## src/rtl/av_route_ctrl.sv

```systemverilog
module av_route_ctrl #(
  parameter int MUTE_SYNC = 2
) (
  input  logic       clk,
  input  logic       rst_n,
  input  logic [7:0] ctl_a,
  input  logic [7:0] ctl_b,
  input  logic       mute_req,
  input  logic [2:0] sdet_gnd,
  input  logic [2:0] sdet_open,
  input  logic [2:0] asp_lo_thr,
  input  logic [2:0] asp_hi_thr,
  output logic [4:0] vid1_src,
  output logic [2:0] yc1_src,
  output logic       yc1_comb,
  output logic [4:0] aud1_src,
  output logic       aud1_att,
  output logic [4:0] vid2_src,
  output logic [2:0] yc2_src,
  output logic [4:0] aud2_src,
  output logic [2:0] dc_lvl,
  output logic [7:0] stat_a,
  output logic [7:0] stat_b
);

  function automatic logic [4:0] src_hot(input logic [2:0] c);
    case (c)
      3'd1:    src_hot = 5'b00001;
      3'd2:    src_hot = 5'b00010;
      3'd3:    src_hot = 5'b00100;
      3'd4:    src_hot = 5'b01000;
      3'd5:    src_hot = 5'b10000;
      default: src_hot = 5'b00000;
    endcase
  endfunction

  function automatic logic [2:0] yc_hot(input logic [2:0] c, input logic sv);
    if (!sv) yc_hot = 3'b000;
    else begin
      case (c)
        3'd2:    yc_hot = 3'b001;
        3'd3:    yc_hot = 3'b010;
        3'd4:    yc_hot = 3'b100;
        default: yc_hot = 3'b000;
      endcase
    end
  endfunction

  function automatic logic [1:0] asp_code(input logic op, input logic lo, input logic hi);
    if (op)      asp_code = 2'd3;
    else if (hi) asp_code = 2'd2;
    else if (lo) asp_code = 2'd1;
    else         asp_code = 2'd0;
  endfunction

  logic [MUTE_SYNC-1:0] msync;
  logic                 mute_s;

  wire [2:0] v1c  = ctl_a[5:3];
  wire [2:0] a1c  = ctl_a[2:0];
  wire [2:0] av2c = ctl_b[5:3];
  wire       sv1  = ctl_a[6];
  wire       sv2  = ctl_b[6];

  assign mute_s = msync[MUTE_SYNC-1];

  logic [2:0] dc_nxt;
  always_comb begin
    case (ctl_b[2:1])
      2'd1:    dc_nxt = 3'b001;
      2'd2:    dc_nxt = 3'b010;
      default: dc_nxt = 3'b100;
    endcase
  end

  wire [1:0] sc0 = asp_code(sdet_open[0], asp_lo_thr[0], asp_hi_thr[0]);
  wire [1:0] sc1 = asp_code(sdet_open[1], asp_lo_thr[1], asp_hi_thr[1]);
  wire [1:0] sc2 = asp_code(sdet_open[2], asp_lo_thr[2], asp_hi_thr[2]);
  wire [2:0] gnd_rev = {sdet_gnd[0], sdet_gnd[1], sdet_gnd[2]};

  always_ff @(posedge clk or negedge rst_n) begin
    if (!rst_n) begin
      msync    <= '0;
      vid1_src <= '0;
      yc1_src  <= '0;
      yc1_comb <= 1'b0;
      aud1_src <= '0;
      aud1_att <= 1'b0;
      vid2_src <= '0;
      yc2_src  <= '0;
      aud2_src <= '0;
      dc_lvl   <= 3'b100;
      stat_a   <= '0;
      stat_b   <= '0;
    end else begin
      msync    <= {msync[MUTE_SYNC-2:0], mute_req};
      vid1_src <= src_hot(v1c);
      yc1_src  <= yc_hot(v1c, sv1);
      yc1_comb <= !sv1 && (src_hot(v1c) != 5'b0);
      aud1_src <= mute_s ? 5'b0 : src_hot(a1c);
      aud1_att <= ctl_a[7];
      vid2_src <= src_hot(av2c);
      yc2_src  <= yc_hot(av2c, sv2);
      aud2_src <= mute_s ? 5'b0 : src_hot(av2c);
      dc_lvl   <= dc_nxt;
      stat_a   <= {gnd_rev, 1'b0, sc0, sc1};
      stat_b   <= {gnd_rev, 1'b0, sc2, 2'b00};
    end
  end

endmodule

```

## config.mk

```make
export PLATFORM = sky130hd
export DESIGN_NAME = av_route_ctrl
export DESIGN_NICKNAME = d
export VERILOG_FILES = /design/src/rtl/av_route_ctrl.sv
export SDC_FILE = /design/constraint.sdc
export NUM_CORES = 1
export LEC_CHECK = 0
export BUFFER_PORTS_ARGS = -buffer_cell sky130_fd_sc_hd__buf_2
export CAP_MARGIN = 20
export CORE_MARGIN = 2
export CORE_UTILIZATION = 46
export DETAILED_ROUTE_END_ITERATION = 10
export GPL_ROUTABILITY_DRIVEN = 0
export PLACE_DENSITY = 0.8
export SYNTH_ARGS = -nofsm -noshare
export SYNTH_HDL_FRONTEND = slang
export SYNTH_SLANG_ARGS = --single-unit
```

## constraint.sdc

```tcl
create_clock -name clk -period 2.5 [get_ports clk]
set_input_delay 0.25 -clock clk [delete_from_list [all_inputs] [get_ports clk]]
set_output_delay 0.25 -clock clk [all_outputs]
set_load 0.02 [all_outputs]
```

==> results of run 1 <==
-- repair_timing --
| item | 4_1_cts | 5_1_grt |
|---|---|---|
| endpoints found under the hold margin | 4 | 0 |
| resized for setup | 0 | 0 |
| hold buffers | 4 | 0 |
-- cells in the mapped netlist, drive strengths merged --
cell type	n	area share, %
and2b	2	1.1
a211oi	1	0.53
dfrtp	41	72
nor3b	5	3.3
nor3	5	1.8
nor4bb	1	0.70
nor2	6	1.6
and3b	3	1.9
a21o	3	1.6
inv	6	1.6
nor4b	1	0.62
nand2b	6	2.6
or2	3	1.3
conb	1	0.26
ha	2	1.8
dfstp	1	1.8
and2	4	1.8
buf	7	3.7
-- cell type report --
class / instances / area (um2) / area share, %
clock buffers: 7 / 55.1 / 2.93
repair buffers: 75 / 395 / 21.0
well taps: 33 / 41.3 / 2.20
flip-flops and latches: 42 / 1050 / 56.0
inverters: 6 / 22.5 / 1.20
multi-input cells: 46 / 308 / 16.4
clock inverters: 1 / 5.00 / 0.266
-- logic make-up after synthesis --
family | share of synthesized area, %
other | 0.263
buffers and inverters | 5.27
and+or+nand+nor | 16.7
adders and majority gates | 1.76
DFF | 73.9
AOI/OAI and AO/OA | 2.11
-- sequential cells by signal (all words and copies together), names as in the netlist --
| signal | flops |
|---|---|
| stat_a | 4 |
| yc2_src | 3 |
| aud1_att | 1 |
| dc_lvl | 3 |
| aud2_src | 5 |
| vid2_src | 5 |
| vid1_src | 5 |
| aud1_src | 5 |
| yc1_src | 3 |
| stat_b | 5 |
| msync | 2 |
| yc1_comb | 1 |
-- routing by layer --
layer,vias up,GRT usage [%],part of all wire [%]
met4,0,10.8,2.6
met5,-,0,0
li1,454,-,-
met1,461,13.7,33
met3,6,6.11,8.5
met2,46,27.8,56
-- worst min-delay path by stage --
| stage | startpoint | cells past startpoint | endpoint | slack [ns] |
|---|---|---|---|---|
| global route | ctl_a[7] | 1 | aud1_att$_DFF_PN0_ | 0.00001 |
| detailed placement | msync[0]$_DFF_PN0_ | 0 | msync[1]$_DFF_PN0_ | 0.34 |
| finish | rst_n | 1 | aud2_src[3]$_DFF_PN0_ | 0.01 |
| floorplan | rst_n | 0 | aud1_att$_DFF_PN0_ | -0.05 |
| CTS | ctl_a[7] | 1 | aud1_att$_DFF_PN0_ | 0.002 |
| global placement | msync[0]$_DFF_PN0_ | 0 | msync[1]$_DFF_PN0_ | 0.34 |
-- through the flow --
| step | power [mW] | setup slack [ns] | instances | hold slack, ns |
|---|---|---|---|---|
| after floorplan | 0.805 | 1.64 | 101 | -0.0456 |
| after global placement | 0.867 | 1.56 | 198 | 0.338 |
| after detailed placement | 0.873 | 1.51 | 198 | 0.342 |
| after CTS | 1.21 | 1.21 | 210 | 0.00232 |
| after global routing | 1.25 | 1.20 | 210 | 0.0000140 |
| final | 1.20 | 1.24 | 210 | 0.0131 |
-- power by group --
group	leakage, nW	total (mW)	internal [mW]	switching, mW
Sequential	0.537	0.714	0.707	0.00722
Combinational	0.504	0.149	0.0552	0.0934
Clock	0.0353	0.334	0.136	0.198
==> impl_metrics.py, run 1 <==
metrics = {
    "cts": {
        "clkTransAtPathRegs_ns": 0.11,
        "tritoncts": "built",
        "clockBufferDepth": 2,
        "clock_latency_ns": 0.34,
        "cts.sinks": 42,
        "cts-root-buf": "clkbuf_4",
        "post-cts-setup-buffer-count": 0,
        "cts_buffers": 5,
        "htree_levels": 2,
    },
    "worst_setup_path": {
        "crit_start": "dc_lvl[2]$_DFF_PN1_",
        "r2r-start": "msync[1]$_DFF_PN0_",
        "crit_fanout": 1,
        "cpPeakStageDelay_ns": 0.53,
        "cp_num_buf_inv": 1,
        "rr_endpoint": "aud2_src[2]$_DFF_PN0_",
        "crit_chain": "buf_2",
        "endpoint": "dc_lvl[2]",
        "r2r_setup_slack_ns": 1.56,
        "cpLargestDelayFamily": "flip-flops",
        "critPathRequiredTime_ns": 2.25,
        "reg2reg_depth": 2,
        "cp-end-kind": "output pin",
        "start_kind": "flip-flop",
        "cp.depth": 1,
        "cp.arrival_ns": 1.01,
        "path_class": "reg -> out",
        "crit_slowest_cell": "dfstp_2",
    },
    "route": {
        "wl_mm": 2.50,
        "ant_nets": 0,
        "firstDrtPassIters": 3,
        "drt_iter0_drc": 7,
        "vias_per_cell": 4.60,
        "drc": 0,
        "vias": 967,
        "route.detailed.wl_per_inst_um": 11.9,
    },
    "timing": {
        "final-setup-viol-count": 0,
        "hold_viol": 0,
        "rsz0062_at_grt": "no",
        "max_freq_ghz": 0.794,
        "slew_headroom_pct": 42.1,
        "tns_ns": 0,
        "clock_skew_ns": 0.00529,
        "worstMarginPinSlew_ns": 0.869,
        "timing.final.crit_share_pct": 50.4,
        "period_needed_ns": 1.26,
        "maxSlewViolCount": 0,
    },
    "power": {
        "p_per_area_mw_per_mm2": 637,
        "p_leak_nw": 1.08,
        "irDropWorstVdd_v": 0.000396,
    },
    "layout": {
        "fillers": 246,
        "nets": 209,
        "final_common_cell": "buf_2",
        "antenna_cells": 0,
        "final_area_mm2": 0.00188,
        "layout-drive-gt1-share_pct": 48.0,
        "syn_to_final_growth_pct": 32.0,
        "fin_util_pct": 62.6,
        "final_cell_mix": "71 x buf_2, 41 x dfrtp_1, 6 x inv_1, 6 x nand2b_1, 6 x nor2_1",
    },
    "placed_design": {
        "port_buffers": 71,
        "place_area_mm2": 0.00178,
        "dpl.hpwl_mm": 1.82,
    },
    "global_route": {
        "grt.overflow.total": 0,
        "grt_pass1_wl_mm": 3.80,
        "grt_antenna_before_repair": 0,
        "globalRouteTotalUtil_pct": 15.4,
        "grt_pass1_vias": 928,
        "grt_start_max_net_pins": 43,
    },
    "synthesis": {
        "netlist_area_mm2": 0.00142,
        "syn_inst": 98,
        "syn_area_per_cell_um2": 14.5,
        "synth_warnings": 0,
        "synthDistinctLibCells": 20,
        "synth_seq_cells": 42,
        "ys_seq_area_share_pct": 73.9,
    },
    "floorplanning": {
        "ioPinCount": 78,
        "die_w_um": 59.6,
        "num_rows": 20,
        "coreArea_mm2": 0.00300,
        "fp.dieH_um": 59.6,
        "start_util_pct": 47.4,
        "dieArea_mm2": 0.00356,
    },
    "flow_run": {
        "maxCapViolCount": 0,
    },
    "status": {
        "status": "complete, no violations",
    },
    "min_path": {
        "hp-class": "in -> async",
    },
}
Power figures use the tool's default switching activity.
==> inputs of run 2 (changes only) <==
--- a/config.mk
+++ b/config.mk
@@ -8,10 +8,10 @@
 export BUFFER_PORTS_ARGS = -buffer_cell sky130_fd_sc_hd__buf_2
 export CAP_MARGIN = 20
 export CORE_MARGIN = 2
-export CORE_UTILIZATION = 46
+export CORE_UTILIZATION = 43
 export DETAILED_ROUTE_END_ITERATION = 10
 export GPL_ROUTABILITY_DRIVEN = 0
-export PLACE_DENSITY = 0.8
+export PLACE_DENSITY = 0.76
 export SYNTH_ARGS = -nofsm -noshare
 export SYNTH_HDL_FRONTEND = slang
 export SYNTH_SLANG_ARGS = --single-unit
==> constraint.sdc (replaced) <==
create_clock -name clk -period 1.25 [get_ports clk]
set_input_delay 0.125 -clock clk [delete_from_list [all_inputs] [get_ports clk]]
set_output_delay 0.125 -clock clk [all_outputs]
set_load 0.02 [all_outputs]
==> impl_metrics.py, run 2 (synthesized netlist as in run 1, its figures left out) <==
metrics = {
    "worst_setup_path": {
        "cpPeakStageDelay_ns": 0.55,
        "rr_endpoint": "aud2_src[4]$_DFF_PN0_",
        "reg2reg_depth": 2,
        "r2r-start": "msync[1]$_DFF_PN0_",
        "cp.arrival_ns": 1.49,
        "path_class": "in -> reg",
        "crit_chain": "dlygate4sd3_1 > buf_2 > a21o_1 > dlygate4sd3_1",
        "cp_num_buf_inv": 3,
        "r2r_setup_slack_ns": 0.31,
        "crit_slowest_cell": "dlygate4sd3_1",
        "cpLargestDelayFamily": "buffers and inverters",
        "path_common_cell": "dlygate4sd3_1",
        "cp-end-kind": "flip-flop",
        "critPathRequiredTime_ns": 1.48,
        "start_kind": "primary input",
        "crit_fanout": 2,
    },
    "global_route": {
        "grt_antenna_before_repair": 0,
        "globalRouteTotalUtil_pct": 17.1,
        "grt.overflow.total": 0,
        "grt_pass1_wl_mm": 4.45,
        "grt_start_max_net_pins": 27,
        "grt_pass1_vias": 1021,
    },
    "cts": {
        "clockBufferDepth": 2,
        "cts-root-buf": "clkbuf_4",
        "clkTransAtPathRegs_ns": 0.11,
        "cts.sinks": 42,
        "tritoncts": "built",
        "htree_levels": 2,
        "cts_buffers": 5,
        "clock_latency_ns": 0.34,
    },
    "layout": {
        "syn_to_final_growth_pct": 45.8,
        "final_cell_mix": "67 x buf_2, 41 x dfrtp_1, 21 x dlygate4sd3_1, 6 x nand2b_1, 6 x nor2_1",
        "antenna_cells": 0,
        "final_common_cell": "buf_2",
        "multi_input_area_um2": 313,
        "final_cells": 236,
        "regArea_mm2": 0.00105,
        "nets": 225,
        "layout-drive-gt1-share_pct": 44.3,
        "fin_util_pct": 66.9,
        "fillers": 245,
    },
    "timing": {
        "timing.final.crit_share_pct": 101,
        "hold_viol": 0,
        "max_freq_ghz": 0.792,
        "maxSlewViolCount": 0,
        "period_needed_ns": 1.26,
        "final-setup-viol-count": 1,
        "clock_skew_ns": 0.00611,
        "setup_ws_ns": -0.0128,
        "rsz0062_at_grt": "no",
    },
    "placed_design": {
        "port_buffers": 71,
        "dp.cells": 210,
        "dpl.hpwl_mm": 1.93,
    },
    "route": {
        "drt_iter0_drc": 20,
        "vias": 1050,
        "vias_per_cell": 4.45,
        "route.detailed.wl_per_inst_um": 12.7,
        "firstDrtPassIters": 4,
        "wl_mm": 3.00,
        "drc": 0,
        "ant_nets": 0,
    },
    "power": {
        "p_leak_nw": 1.15,
        "p_per_area_mw_per_mm2": 1140,
        "irDropWorstVdd_v": 0.000605,
    },
    "floorplanning": {
        "die_w_um": 61.5,
        "coreArea_mm2": 0.00310,
        "dieArea_mm2": 0.00379,
        "fp.dieH_um": 61.5,
        "num_rows": 20,
        "ioPinCount": 78,
        "start_util_pct": 45.9,
    },
    "min_path": {
        "whs_path_depth": 2,
        "hold_path.startpoint": "ctl_b[6]",
        "hp-class": "in -> reg",
        "min_to": "yc2_src[2]$_DFF_PN0_",
    },
    "status": {
        "status": "complete, but fails checks",
        "violations": "setup timing",
    },
    "flow_run": {
        "maxCapViolCount": 0,
    },
}
## run 2: routing by layer
layer	wire length [um]	vias to the layer above	track usage, %
li1	-	492	-
met1	1060	496	16.5
met2	1670	55	32.8
met3	209	7	3.57
met4	68	0	10.0
met5	0	-	0
## run 2: timing repair
action | in CTS | in global routing
hold buffers | 22 | 1
gates resized for setup | 0 | 4
endpoints found under the hold margin | 34 | 1
setup buffers | 0 | 0
setup endpoints to repair | 0 | 4
## run 2: worst max-delay path by stage
stage / to / from / cells after the start
final: stat_b[2]$_DFF_PN0_ / sdet_open[2] / 4
after global routing: stat_b[2]$_DFF_PN0_ / sdet_open[2] / 4
after CTS: stat_a[0]$_DFF_PN0_ / asp_hi_thr[1] / 5
after detailed placement: aud2_src[4]$_DFF_PN0_ / msync[1]$_DFF_PN0_ / 2
after global placement: aud2_src[2]$_DFF_PN0_ / msync[1]$_DFF_PN0_ / 2
after floorplan: aud2_src[2]$_DFF_PN0_ / msync[1]$_DFF_PN0_ / 2
## run 2: layout make-up
cell class	instances	share of cell area [%]
clock inverter	2	0.482
multi-input combinational	46	15.1
sequential	42	50.7
clock buffer	5	1.81
tap	44	2.65
timing repair buffer	91	28.2
inverter	6	1.08
## run 2: worst reg2reg max path, cell delays in order, from the launching register on
cell and delay (ns):
dfrtp_1 0.44, nand2b_1 0.20, nor3b_1 0.21
## run 2: where the power goes
part / switching (mW) / internal (mW)
Sequential: 0.0157 / 1.41
Combinational: 0.201 / 0.152
Clock: 0.390 / 0.202
## run 2: per-stage QoR
step           power (mW)  area (um2)  hold WS, ns  worst slack, ns  setup TNS [ns]
2_1_floorplan        1.61        1440       -0.171            0.423               0
3_3_place_gp         1.74        1810       0.0645            0.391               0
3_5_place_dp         1.75        1810       0.0736            0.331               0
4_1_cts              2.40        2080     0.000995           0.0123               0
5_1_grt              2.51        2080      0.00161          0.00293               0
6_report             2.38        2080      0.00465          -0.0128         -0.0128
==> inputs of run 3 (changes only) <==
--- a/config.mk
+++ b/config.mk
@@ -6,12 +6,13 @@
 export NUM_CORES = 1
 export LEC_CHECK = 0
 export BUFFER_PORTS_ARGS = -buffer_cell sky130_fd_sc_hd__buf_2
-export CAP_MARGIN = 20
 export CORE_MARGIN = 2
 export CORE_UTILIZATION = 43
 export DETAILED_ROUTE_END_ITERATION = 10
 export GPL_ROUTABILITY_DRIVEN = 0
 export PLACE_DENSITY = 0.76
+export SETUP_SLACK_MARGIN = 0.05
+export SLEW_MARGIN = 20
 export SYNTH_ARGS = -nofsm -noshare
 export SYNTH_HDL_FRONTEND = slang
 export SYNTH_SLANG_ARGS = --single-unit
==> impl_metrics.py, run 3 (synthesized netlist as in run 1, its figures left out) <==
metrics = {
    "status": {
        "status": "complete, no violations",
    },
    "timing": {
        "hold_viol": 0,
        "maxSlewViolCount": 0,
        "period_needed_ns": 1.14,
        "setup_ws_ns": 0.113,
        "rsz0062_at_grt": "no",
        "tns_ns": 0,
        "whs_ns": 0.00436,
        "final-setup-viol-count": 0,
        "clock_skew_ns": 0.00589,
        "max_freq_ghz": 0.880,
        "timing.final.crit_share_pct": 90.9,
    },
    "power": {
        "irDropWorstVdd_v": 0.000576,
        "pwr-share-clk_pct": 24.9,
        "pwr-share-seq_pct": 60.2,
        "p_sw_uw": 604,
        "power_mw": 2.38,
        "power_frac_comb_pct": 14.9,
        "sw_frac_of_total_pct": 25.4,
        "p_leak_nw": 1.16,
        "internal-power_mw": 1.77,
        "p_per_area_mw_per_mm2": 1140,
    },
    "layout": {
        "regArea_mm2": 0.00105,
        "syn_to_final_growth_pct": 46.8,
        "final_common_cell": "buf_2",
        "final_cell_mix": "71 x buf_2, 41 x dfrtp_1, 23 x dlygate4sd3_1",
        "nets": 229,
        "antenna_cells": 0,
        "layout-drive-gt1-share_pct": 43.9,
        "multi_input_area_um2": 308,
        "fillers": 250,
    },
    "worst_setup_path": {
        "cp.depth": 1,
        "rr_endpoint": "aud2_src[4]$_DFF_PN0_",
        "cp_num_buf_inv": 1,
        "crit_start": "dc_lvl[2]$_DFF_PN1_",
        "cpPeakStageDelay_ns": 0.53,
        "cp-end-kind": "output pin",
        "crit_slowest_cell": "dfstp_2",
        "start_kind": "flip-flop",
        "crit_fanout": 1,
        "critPathRequiredTime_ns": 1.12,
        "cp.arrival_ns": 1.01,
        "reg2reg_depth": 2,
        "path_class": "reg -> out",
        "crit_chain": "buf_2",
        "r2r-start": "msync[1]$_DFF_PN0_",
        "cpLargestDelayFamily": "flip-flops",
        "r2r_setup_slack_ns": 0.31,
    },
    "cts": {
        "ctsResizeCount": 0,
        "clock_latency_ns": 0.34,
        "htree_levels": 2,
        "clkTransAtPathRegs_ns": 0.11,
        "clockBufferDepth": 2,
        "cts-root-buf": "clkbuf_4",
        "tritoncts": "built",
        "cts.sinks": 42,
        "post-cts-setup-buffer-count": 0,
        "cts_buffers": 5,
    },
    "route": {
        "ant_nets": 0,
        "firstDrtPassIters": 4,
        "m1WireLength_mm": 1.01,
        "wl_met2_mm": 1.66,
        "dr_wl_met3_um": 200,
        "top_layer": "met4",
        "vias": 1062,
        "route.detailed.wl_per_inst_um": 12.3,
        "vias_per_cell": 4.43,
        "wl_mm": 2.94,
        "drc": 0,
        "drt_iter0_drc": 29,
    },
    "placed_design": {
        "dp_worst_setup_slack_ns": 0.331,
        "dpl.hpwl_mm": 1.93,
        "port_buffers": 71,
    },
    "global_route": {
        "grt_start_max_net_pins": 27,
        "grt_antenna_before_repair": 0,
        "grt_pass1_wl_mm": 4.38,
        "globalRouteTotalUtil_pct": 16.9,
        "grt_pass1_vias": 1020,
        "grt.overflow.total": 0,
    },
    "floorplanning": {
        "coreArea_mm2": 0.00310,
        "num_rows": 20,
        "dieArea_mm2": 0.00379,
        "die_w_um": 61.5,
        "fp.dieH_um": 61.5,
        "ioPinCount": 78,
        "start_util_pct": 45.9,
    },
    "flow_run": {
        "maxCapViolCount": 0,
    },
    "min_path": {
        "min_to": "yc2_src[2]$_DFF_PN0_",
        "hold_path.startpoint": "ctl_b[6]",
        "hp-class": "in -> reg",
        "whs_path_depth": 2,
    },
}
-- run 3: metrics by stage --
step | util, % | cell area, um2 | std cells
after floorplan | - | 1440 | 101
after global placement | 58.4 | 1810 | 210
after detailed placement | 58.4 | 1810 | 210
after CTS | 67.1 | 2080 | 239
after global routing | 67.4 | 2090 | 240
final | 67.4 | 2090 | 240
-- run 3: routing by layer --
layer  vias to the layer above  track usage (%)
li1                        501                -
met1                       502             15.8
met2                        52             32.6
met3                         7             3.57
met4                         0             10.0
met5                         -                0
-- run 3: worst max-delay path by stage --
stage	to	slack, ns
final	dc_lvl[2]	0.11
after global routing	dc_lvl[2]	0.06
after CTS	dc_lvl[2]	0.09
after detailed placement	aud2_src[4]$_DFF_PN0_	0.33
after global placement	aud2_src[2]$_DFF_PN0_	0.39
after floorplan	aud2_src[2]$_DFF_PN0_	0.42
-- run 3: cell type report --
cell class                      instances  share of cell area (%)
Clock inverter                          2                   0.479
Tap cell                               44                    2.63
Inverter                                6                    1.08
Sequential cell                        42                    50.3
Timing Repair Buffer                   95                    29.0
Clock buffer                            5                    1.80
Multi-Input combinational cell         46                    14.7
-- run 3: what timing repair did --
action,4_1_cts,5_1_grt
endpoints found under the hold margin,34,1
hold buffers,22,1
endpoints found under the setup margin,0,0
-- run 3: power groups by stage --
| stage | logic [mW] | clock network, mW | registers, mW |
|---|---|---|---|
| final | 0.353 | 0.592 | 1.43 |
| after CTS | 0.351 | 0.615 | 1.43 |
| after global routing | 0.386 | 0.681 | 1.44 |
| after detailed placement | 0.298 | 0 | 1.46 |
| after floorplan | 0.0818 | 0 | 1.53 |
| after global placement | 0.288 | 0 | 1.45 |
